$ cat config.mk
export PLATFORM = sky130hd
export DESIGN_NAME = audio_dma_pingpong
export DESIGN_NICKNAME = d
export VERILOG_FILES = /design/src/rtl/dma_pp_pkg.sv /design/src/rtl/dma_pp_walker.sv /design/src/rtl/dma_pp_regs.sv /design/src/rtl/audio_dma_pingpong.sv
export SDC_FILE = /design/constraint.sdc
export NUM_CORES = 1
export LEC_CHECK = 0
export CAP_MARGIN = 30
export CORE_ASPECT_RATIO = 0.5
export CORE_MARGIN = 4
export CORE_UTILIZATION = 55
export DETAILED_ROUTE_END_ITERATION = 8
export HOLD_SLACK_MARGIN = 0.15
export PLACE_DENSITY_LB_ADDON = 0.15
export REMOVE_ABC_BUFFERS = 1
export SYNTH_ARGS = -nofsm -noshare
export SYNTH_HDL_FRONTEND = slang
export SYNTH_SLANG_ARGS = --single-unit
$ cat constraint.sdc
create_clock -name clk -period 5.5 [get_ports clk]
set_input_delay 0.825 -clock clk [delete_from_list [all_inputs] [get_ports clk]]
set_output_delay 0.825 -clock clk [all_outputs]
set_load 0.02 [all_outputs]
$ cat src/rtl/dma_pp_pkg.sv
package dma_pp_pkg;
  localparam int LEN_W = 16;
  localparam int REG_DW = 32;
  localparam int REG_AW = 3;

  localparam logic [REG_AW-1:0] IDX_CTRL   = 3'd0;
  localparam logic [REG_AW-1:0] IDX_STATUS = 3'd1;
  localparam logic [REG_AW-1:0] IDX_BASE_A = 3'd2;
  localparam logic [REG_AW-1:0] IDX_BASE_B = 3'd3;
  localparam logic [REG_AW-1:0] IDX_LENS   = 3'd4;
  localparam logic [REG_AW-1:0] IDX_POS    = 3'd5;
  localparam logic [REG_AW-1:0] IDX_OFS    = 3'd6;
  localparam logic [REG_AW-1:0] IDX_FMT    = 3'd7;

  localparam logic [5:0] FMT_RESET = 6'h10;

  // bytes per frame: 1 shifted by (wide + stereo)
  function automatic logic [2:0] frame_bytes(input logic wide, input logic stereo);
    logic [1:0] sh;
    sh = {1'b0, wide} + {1'b0, stereo};
    return 3'd1 << sh;
  endfunction

  // offset after one frame, one bit wider so it cannot wrap
  function automatic logic [LEN_W:0] advance(input logic [LEN_W-1:0] ofs, input logic [2:0] step);
    return {1'b0, ofs} + (LEN_W+1)'(step);
  endfunction
endpackage

$ cat src/rtl/dma_pp_walker.sv
module dma_pp_walker
  import dma_pp_pkg::*;
#(
  parameter int ADDR_W = 32
) (
  input  logic              clk,
  input  logic              rst_n,
  input  logic              run,
  input  logic              wide,
  input  logic              stereo,
  input  logic [ADDR_W-1:0] start_a,
  input  logic [ADDR_W-1:0] start_b,
  input  logic [LEN_W-1:0]  len_a,
  input  logic [LEN_W-1:0]  len_b,
  input  logic              fetch_ready,
  output logic              fetch_valid,
  output logic [ADDR_W-1:0] fetch_addr,
  output logic [LEN_W-1:0]  offset,
  output logic              done_a,
  output logic              done_b
);
  logic             area_q;   // 0 = area A, 1 = area B
  logic [LEN_W-1:0] ofs_q;
  logic             accept;
  logic             wrap;
  logic [2:0]       step;
  logic [LEN_W:0]   nxt;
  logic [LEN_W-1:0] len_cur;

  always_comb begin
    step    = frame_bytes(wide, stereo);
    nxt     = advance(ofs_q, step);
    len_cur = area_q ? len_b : len_a;
    accept  = run && fetch_ready;
    wrap    = accept && (nxt >= {1'b0, len_cur});
    done_a  = wrap && !area_q;
    done_b  = wrap && area_q;
  end

  always_ff @(posedge clk) begin
    if (!rst_n) begin
      area_q <= 1'b0;
      ofs_q  <= '0;
    end else if (wrap) begin
      area_q <= !area_q;
      ofs_q  <= '0;
    end else if (accept) begin
      ofs_q  <= nxt[LEN_W-1:0];
    end
  end

  assign fetch_valid = run;
  assign fetch_addr  = (area_q ? start_b : start_a) + ADDR_W'(ofs_q);
  assign offset      = ofs_q;

  assert_one_area_done_R5: assert property (@(posedge clk) disable iff (!rst_n)
    $onehot0({done_a, done_b}));
  assert_switch_to_b_R5: assert property (@(posedge clk) disable iff (!rst_n)
    done_a |=> (area_q && ofs_q == '0));
  assert_switch_to_a_R5: assert property (@(posedge clk) disable iff (!rst_n)
    done_b |=> (!area_q && ofs_q == '0));
  assert_hold_when_paused_R8: assert property (@(posedge clk) disable iff (!rst_n)
    !run |=> ($stable(ofs_q) && $stable(area_q)));
  assert_hold_without_ready_R4: assert property (@(posedge clk) disable iff (!rst_n)
    !fetch_ready |=> ($stable(ofs_q) && $stable(area_q)));
endmodule

$ cat src/rtl/dma_pp_regs.sv
module dma_pp_regs
  import dma_pp_pkg::*;
#(
  parameter int ADDR_W = 32
) (
  input  logic              clk,
  input  logic              rst_n,
  input  logic              wr_en,
  input  logic [REG_AW-1:0] addr,
  input  logic [REG_DW-1:0] wdata,
  output logic [REG_DW-1:0] rdata,
  input  logic              done_a,
  input  logic              done_b,
  input  logic [ADDR_W-1:0] pos,
  input  logic [LEN_W-1:0]  ofs,
  output logic              run,
  output logic              wide,
  output logic              stereo,
  output logic [ADDR_W-1:0] start_a,
  output logic [ADDR_W-1:0] start_b,
  output logic [LEN_W-1:0]  len_a,
  output logic [LEN_W-1:0]  len_b,
  output logic              flag_a,
  output logic              flag_b
);
  logic [5:0] ctrl_q;
  logic [5:0] fmt_q;
  logic       ack_a;
  logic       ack_b;

  assign ack_a = wr_en && addr == IDX_STATUS && wdata[1];
  assign ack_b = wr_en && addr == IDX_STATUS && wdata[2];

  always_ff @(posedge clk) begin
    if (!rst_n) begin
      ctrl_q  <= '0;
      fmt_q   <= FMT_RESET;
      start_a <= '0;
      start_b <= '0;
      len_a   <= '0;
      len_b   <= '0;
      flag_a  <= 1'b0;
      flag_b  <= 1'b0;
    end else begin
      // a fresh completion takes priority over an acknowledge
      flag_a <= done_a || (flag_a && !ack_a);
      flag_b <= done_b || (flag_b && !ack_b);
      if (wr_en) begin
        case (addr)
          IDX_CTRL:   ctrl_q  <= wdata[5:0];
          IDX_BASE_A: start_a <= ADDR_W'(wdata);
          IDX_BASE_B: start_b <= ADDR_W'(wdata);
          IDX_LENS: begin
            len_a <= wdata[LEN_W-1:0];
            len_b <= wdata[2*LEN_W-1:LEN_W];
          end
          IDX_FMT:    fmt_q   <= wdata[5:0];
          default: ;
        endcase
      end
    end
  end

  assign run    = ctrl_q[0];
  assign wide   = fmt_q[4];
  assign stereo = fmt_q[5];

  always_comb begin
    case (addr)
      IDX_CTRL:   rdata = {26'd0, ctrl_q};
      IDX_STATUS: rdata = {29'd0, flag_b, flag_a, 1'b0};
      IDX_BASE_A: rdata = REG_DW'(start_a);
      IDX_BASE_B: rdata = REG_DW'(start_b);
      IDX_LENS:   rdata = {len_b, len_a};
      IDX_POS:    rdata = REG_DW'(pos);
      IDX_OFS:    rdata = REG_DW'(ofs);
      default:    rdata = {26'd0, fmt_q};
    endcase
  end

  assert_done_a_not_lost_R6: assert property (@(posedge clk) disable iff (!rst_n)
    done_a |=> flag_a);
  assert_done_b_not_lost_R6: assert property (@(posedge clk) disable iff (!rst_n)
    done_b |=> flag_b);
  assert_ack_clears_R6: assert property (@(posedge clk) disable iff (!rst_n)
    (ack_a && !done_a) |=> !flag_a);
endmodule

$ cat src/rtl/audio_dma_pingpong.sv
module audio_dma_pingpong
  import dma_pp_pkg::*;
#(
  parameter int ADDR_W = 32
) (
  input  logic              clk,
  input  logic              rst_n,
  input  logic              reg_wr_en,
  input  logic [2:0]        reg_addr,
  input  logic [31:0]       reg_wdata,
  output logic [31:0]       reg_rdata,
  output logic              fetch_valid,
  input  logic              fetch_ready,
  output logic [ADDR_W-1:0] fetch_addr,
  output logic              irq
);
  logic              run, wide, stereo;
  logic [ADDR_W-1:0] start_a, start_b;
  logic [LEN_W-1:0]  len_a, len_b, offset;
  logic              done_a, done_b;
  logic              flag_a, flag_b;

  dma_pp_regs #(.ADDR_W(ADDR_W)) u_regs (
    .clk(clk), .rst_n(rst_n), .wr_en(reg_wr_en), .addr(reg_addr),
    .wdata(reg_wdata), .rdata(reg_rdata), .done_a(done_a), .done_b(done_b),
    .pos(fetch_addr), .ofs(offset), .run(run), .wide(wide), .stereo(stereo),
    .start_a(start_a), .start_b(start_b), .len_a(len_a), .len_b(len_b),
    .flag_a(flag_a), .flag_b(flag_b)
  );

  dma_pp_walker #(.ADDR_W(ADDR_W)) u_walker (
    .clk(clk), .rst_n(rst_n), .run(run), .wide(wide), .stereo(stereo),
    .start_a(start_a), .start_b(start_b), .len_a(len_a), .len_b(len_b),
    .fetch_ready(fetch_ready), .fetch_valid(fetch_valid),
    .fetch_addr(fetch_addr), .offset(offset), .done_a(done_a), .done_b(done_b)
  );

  assign irq = flag_a || flag_b;

  assert_irq_rise_has_cause_R7: assert property (@(posedge clk) disable iff (!rst_n)
    $rose(irq) |-> $past(done_a || done_b));
endmodule

==> summary.md <==
| Metric | Value |
|---|---|
| WP data required | 4.68 ns |
| Crit path max-delay cell type | clkdlybuf4s50_1 |
| Final nets | 1231 |
| Post-Synthesis Cell Area | ~8400 um^2 |
| Placed Instances | approximately 1300 |
| Most common cell after layout, fill and taps aside | nand2_1 |
| Crit path DAT | approximately 4.5 ns |
| Reg2reg path depth | 15 |
| Die ar. | roughly 18000 um^2 |
| Max Buffers Root-to-Sink | 2 |
| Slew at the pin with the worst max-slew slack | ~1.0 ns |
| Hold Crit Class | reg -> reg |
| Gr ovfl total | 0 |
| TritonCTS clock tree | done |
| Fraction of registers with async set/reset | 0 |
| Worst path buffer plus inverter count | 2 |
| Post-synthesis mux area share | 0.0937 |
| Leak Pwr | roughly 3.7 nW |
| Vias per inst | 6.22 |
| Overall Power | between 0.002 and 0.0025 W |
| Worst skew pair latency | 0.42 ns |
| CP Cell Sequence | buf_12 -> mux2_2 -> ha_1 -> a21oi_1 -> o21a_1 -> o21ai_0 -> nor2_1 -> o21ai_0 -> nor4b_1 -> nor4_1 -> clkdlybuf4s50_1 |
| FILL cells | approximately 1200 |
| Global-route wire length before repair | 44000 um |
| Comb power frac | 0.111 |
| Vias in the first global route | 7911 |
| Yosys reg bits | approximately 130 |
| Family with the most delay on the worst path | compound AO/OA/AOI/OAI gates |
| Dpl hpwl | just under 20000 um |
| Clock sink count | about 130 |
| Pwr/cell area | 232 nW/um^2 |
| Die Y | 95.6 um |
| Post-DP Area | 9590 um^2 |
| Post-synthesis xor/xnor area fraction | 0.0478 |
| Clk root buf | clkbuf_16 |
| Initial antenna violation count | 0 |
| CP Capture Type | output port |
| Total core area | 14700 um^2 |
| Area growth syn-to-layout | 20.9% |
| Met3 wire length | 3340 um |
| Num CTS Buffers | 17 |
| Final setup fails | 0 |
| Area occupied by multi-input gates | ~5500 um^2 |
| DIE WIDTH | 183 um |
| WL/cell | 21.0 um |
| Max layer used | met4 |
| Most common cell on crit path | o21ai_0 |
| Slew HR | 0.329 |
| GRT Util Overall | 0.324 |
| Largest family of logic cells by synthesized area | compound AO/OA/AOI/OAI gates |
| Synth Area in Compound Gates | 0.236 |
| DRC Markers | 0 |
| H-tree Lvls | 4 |
| Max Clk Rate | 190 MHz |
| Cell row count | 31 |
| Crit path max fanout | 60 |
| Final hold vios | 0 |
| Netlist cell types | 64 |
| Via count of the routed design | 8490 |
| Critical path depth | 11 |
| Synthesis Warnings | 0 |
| IO Port Bufs | 104 |
| Sw frac | 0.267 |
| TritonRoute pass-1 iters | 6 |
| Setup TNS | 0 ns |
| Global placement routability congestion | 0.946 |
| DR iter-0 viols | between 900 and 1000 |
| Routed Antenna Nets | 0 |
| Cell Count, Final, Fillers Out | about 1400 |
| Final Cell Area | between 10000 and 15000 um^2 |
| Starting density of the core | 0.572 |
| Final wirelength | around 29000 um |
| Minimum clock period | approximately 5.3 ns |
| Post-Synth Adder-Cell Area | 0.0596 |
| Post-synthesis simple-gate area fraction | 0.218 |
| Layout cell share with drive strength beyond 1 | 0.0772 |
| Crit start category | flip-flop |
| Antenna cells | 0 |
| FF+latch area | between 2000 and 3000 um^2 |
| Cells after synthesis | 1088 |
| Hold path cells | 2 |
| Clock Pin Slew Worst Setup and Hold Paths | approximately 0.06 ns |
| Fin crit share | 0.959 |
| Final max-slew violation count | 0 |
| Sequential area share after synthesis | 0.301 |
| EDFF count, synth | 0 |
| Critical setup path kind | reg -> out |
| Internal | around 0.0017 W |
| Post CTS Setup Buffer Count | 0 |
| Largest net degree at the start of global routing | 84 |
| WL met2 | approximately 12000 um |
| VDD IR-drop max | about 0.21 mV |
| Fin Clk Skew | roughly 0.0090 ns |
| Metal-1 WL | ~13000 um |
| Status | complete, no violations |
| RSZ-0062 raised after global routing | no |
| Power share of the clock group | 0.486 |
| # hold bufs at CTS | 0 |
| Avg Inst Size Synth | 7.75 um^2 |
| Crit path largest cell delay | 0.66 ns |
| Net Switching | 0.000631 W |
| Most frequent cells in the layout | nand2_1 (264), dfxtp_1 (126), clkdlybuf4s50_1 (102) |
| # IOs | approximately 110 |
| Max_cap viols | 0 |
| Sequential share of power | 0.403 |
| Post-synth top flop | dfxtp_1 |
[power by group through the flow]
stage                     Clock (W)  Sequential [W]  Combinational [W]
final                       0.00115        0.000955           0.000263
after global routing        0.00120        0.000956           0.000279
after CTS                   0.00115        0.000954           0.000257
after detailed placement          0        0.000974           0.000255
after global placement            0        0.000973           0.000251
after floorplan                   0        0.000969           0.000121
[sequential cells by signal (all words and copies together), names as in the netlist]
signal	cells
u_regs.start_a	32
u_regs.flag_b	1
u_regs.flag_a	1
u_walker.offset	16
u_regs.start_b	32
u_regs.len_b	16
u_regs.len_a	16
u_regs.ctrl_q	6
u_walker.area_q	1
u_regs.fmt_q	6
[repair_timing]
action	in CTS	in global routing
hold endpoints to repair	0	0
resized for setup	0	2
endpoints found under the setup margin	0	4
[path summary, 6_finish.rpt]
check,startpoint,to,slack [ns]
setup / recovery,u_walker.area_q,reg_rdata[15],0.23
hold / removal,u_regs.start_a[10],u_regs.start_a[10],0.47
setup reg to reg,u_regs.fmt_q[5],u_walker.area_q,1.11
hold reg to reg,u_regs.start_a[10],u_regs.start_a[10],0.47
[metrics by stage]
| stage | setup WS, ns | hold WS (ns) | utilization |
|---|---|---|---|
| 2_1_floorplan | -0.0175 | 0.440 | - |
| 3_3_place_gp | 0.715 | 0.456 | 0.650 |
| 3_5_place_dp | 0.651 | 0.459 | 0.651 |
| 4_1_cts | 0.194 | 0.471 | 0.691 |
| 5_1_grt | 0.0742 | 0.489 | 0.692 |
| 6_report | 0.226 | 0.473 | 0.692 |
[logic make-up (layout without fill, tap and decap cells)]
| kind of cell | after synthesis | count (layout) |
|---|---|---|
| AO/OA/AOI/OAI | 285 | 285 |
| XOR/XNOR | 46 | 46 |
| buffers and inverters | 91 | 169 |
| flip-flops | 127 | 127 |
| multiplexers | 76 | 76 |
| AND/OR/NAND/NOR | 424 | 424 |
| adder cells (fa/ha/maj) | 39 | 39 |
[final cells by class]
| class | instances | share of cell area |
|---|---|---|
| multi-input cells | 870 | 0.544 |
| well taps | 198 | 0.0243 |
| clock inverters | 12 | 0.0131 |
| clock buffers | 20 | 0.0448 |
| inverters | 13 | 0.00479 |
| flip-flops and latches | 127 | 0.249 |
| repair buffers | 124 | 0.120 |
[layer usage]
metal	global-route usage	up-vias
met4	0.100	0
li1	-	3958
met3	0.0979	56
met5	0	-
met2	0.496	486
met1	0.441	3990
[synthesized netlist by cell type, types with 4 or more instances]
| cell type | number | area [um^2] |
|---|---|---|
| a31oi_1 | 9 | 56.3 |
| xor2_1 | 16 | 140 |
| o211ai_1 | 5 | 37.5 |
| a21o_1 | 13 | 97.6 |
| nand3_1 | 27 | 135 |
| a22o_1 | 7 | 61.3 |
| o21ai_0 | 31 | 155 |
| and4_1 | 5 | 43.8 |
| dfxtp_1 | 127 | 2540 |
| nor3_1 | 11 | 55.1 |
| a22oi_1 | 9 | 67.6 |
| and3_1 | 6 | 37.5 |
| ha_1 | 37 | 463 |
| buf_2 | 6 | 30.0 |
| nor2_1 | 58 | 218 |
| inv_1 | 13 | 48.8 |
| nand2b_1 | 7 | 43.8 |
| and2_1 | 4 | 25.0 |
| a221o_1 | 23 | 230 |
| a21boi_0 | 75 | 563 |
| clkbuf_1 | 66 | 248 |
| mux2_2 | 20 | 225 |
| nand2_1 | 264 | 991 |
| mux2i_1 | 55 | 551 |
| nand4_1 | 7 | 43.8 |
| nor4_1 | 4 | 25.0 |
| a21oi_1 | 81 | 405 |
| nor2b_1 | 17 | 106 |
| xnor2_1 | 30 | 263 |
[worst register-to-register path, delay by kind of cell (launching register included)]
family / cells / cell delay (ns)
buffers and inverters: 1 / 0.06
AND/OR/NAND/NOR: 5 / 1.20
AO/OA/AOI/OAI: 5 / 1.53
XOR/XNOR: 1 / 0.17
flip-flops: 1 / 0.39
adder cells (fa/ha/maj): 3 / 0.95
(Power assumes the default switching activity.)
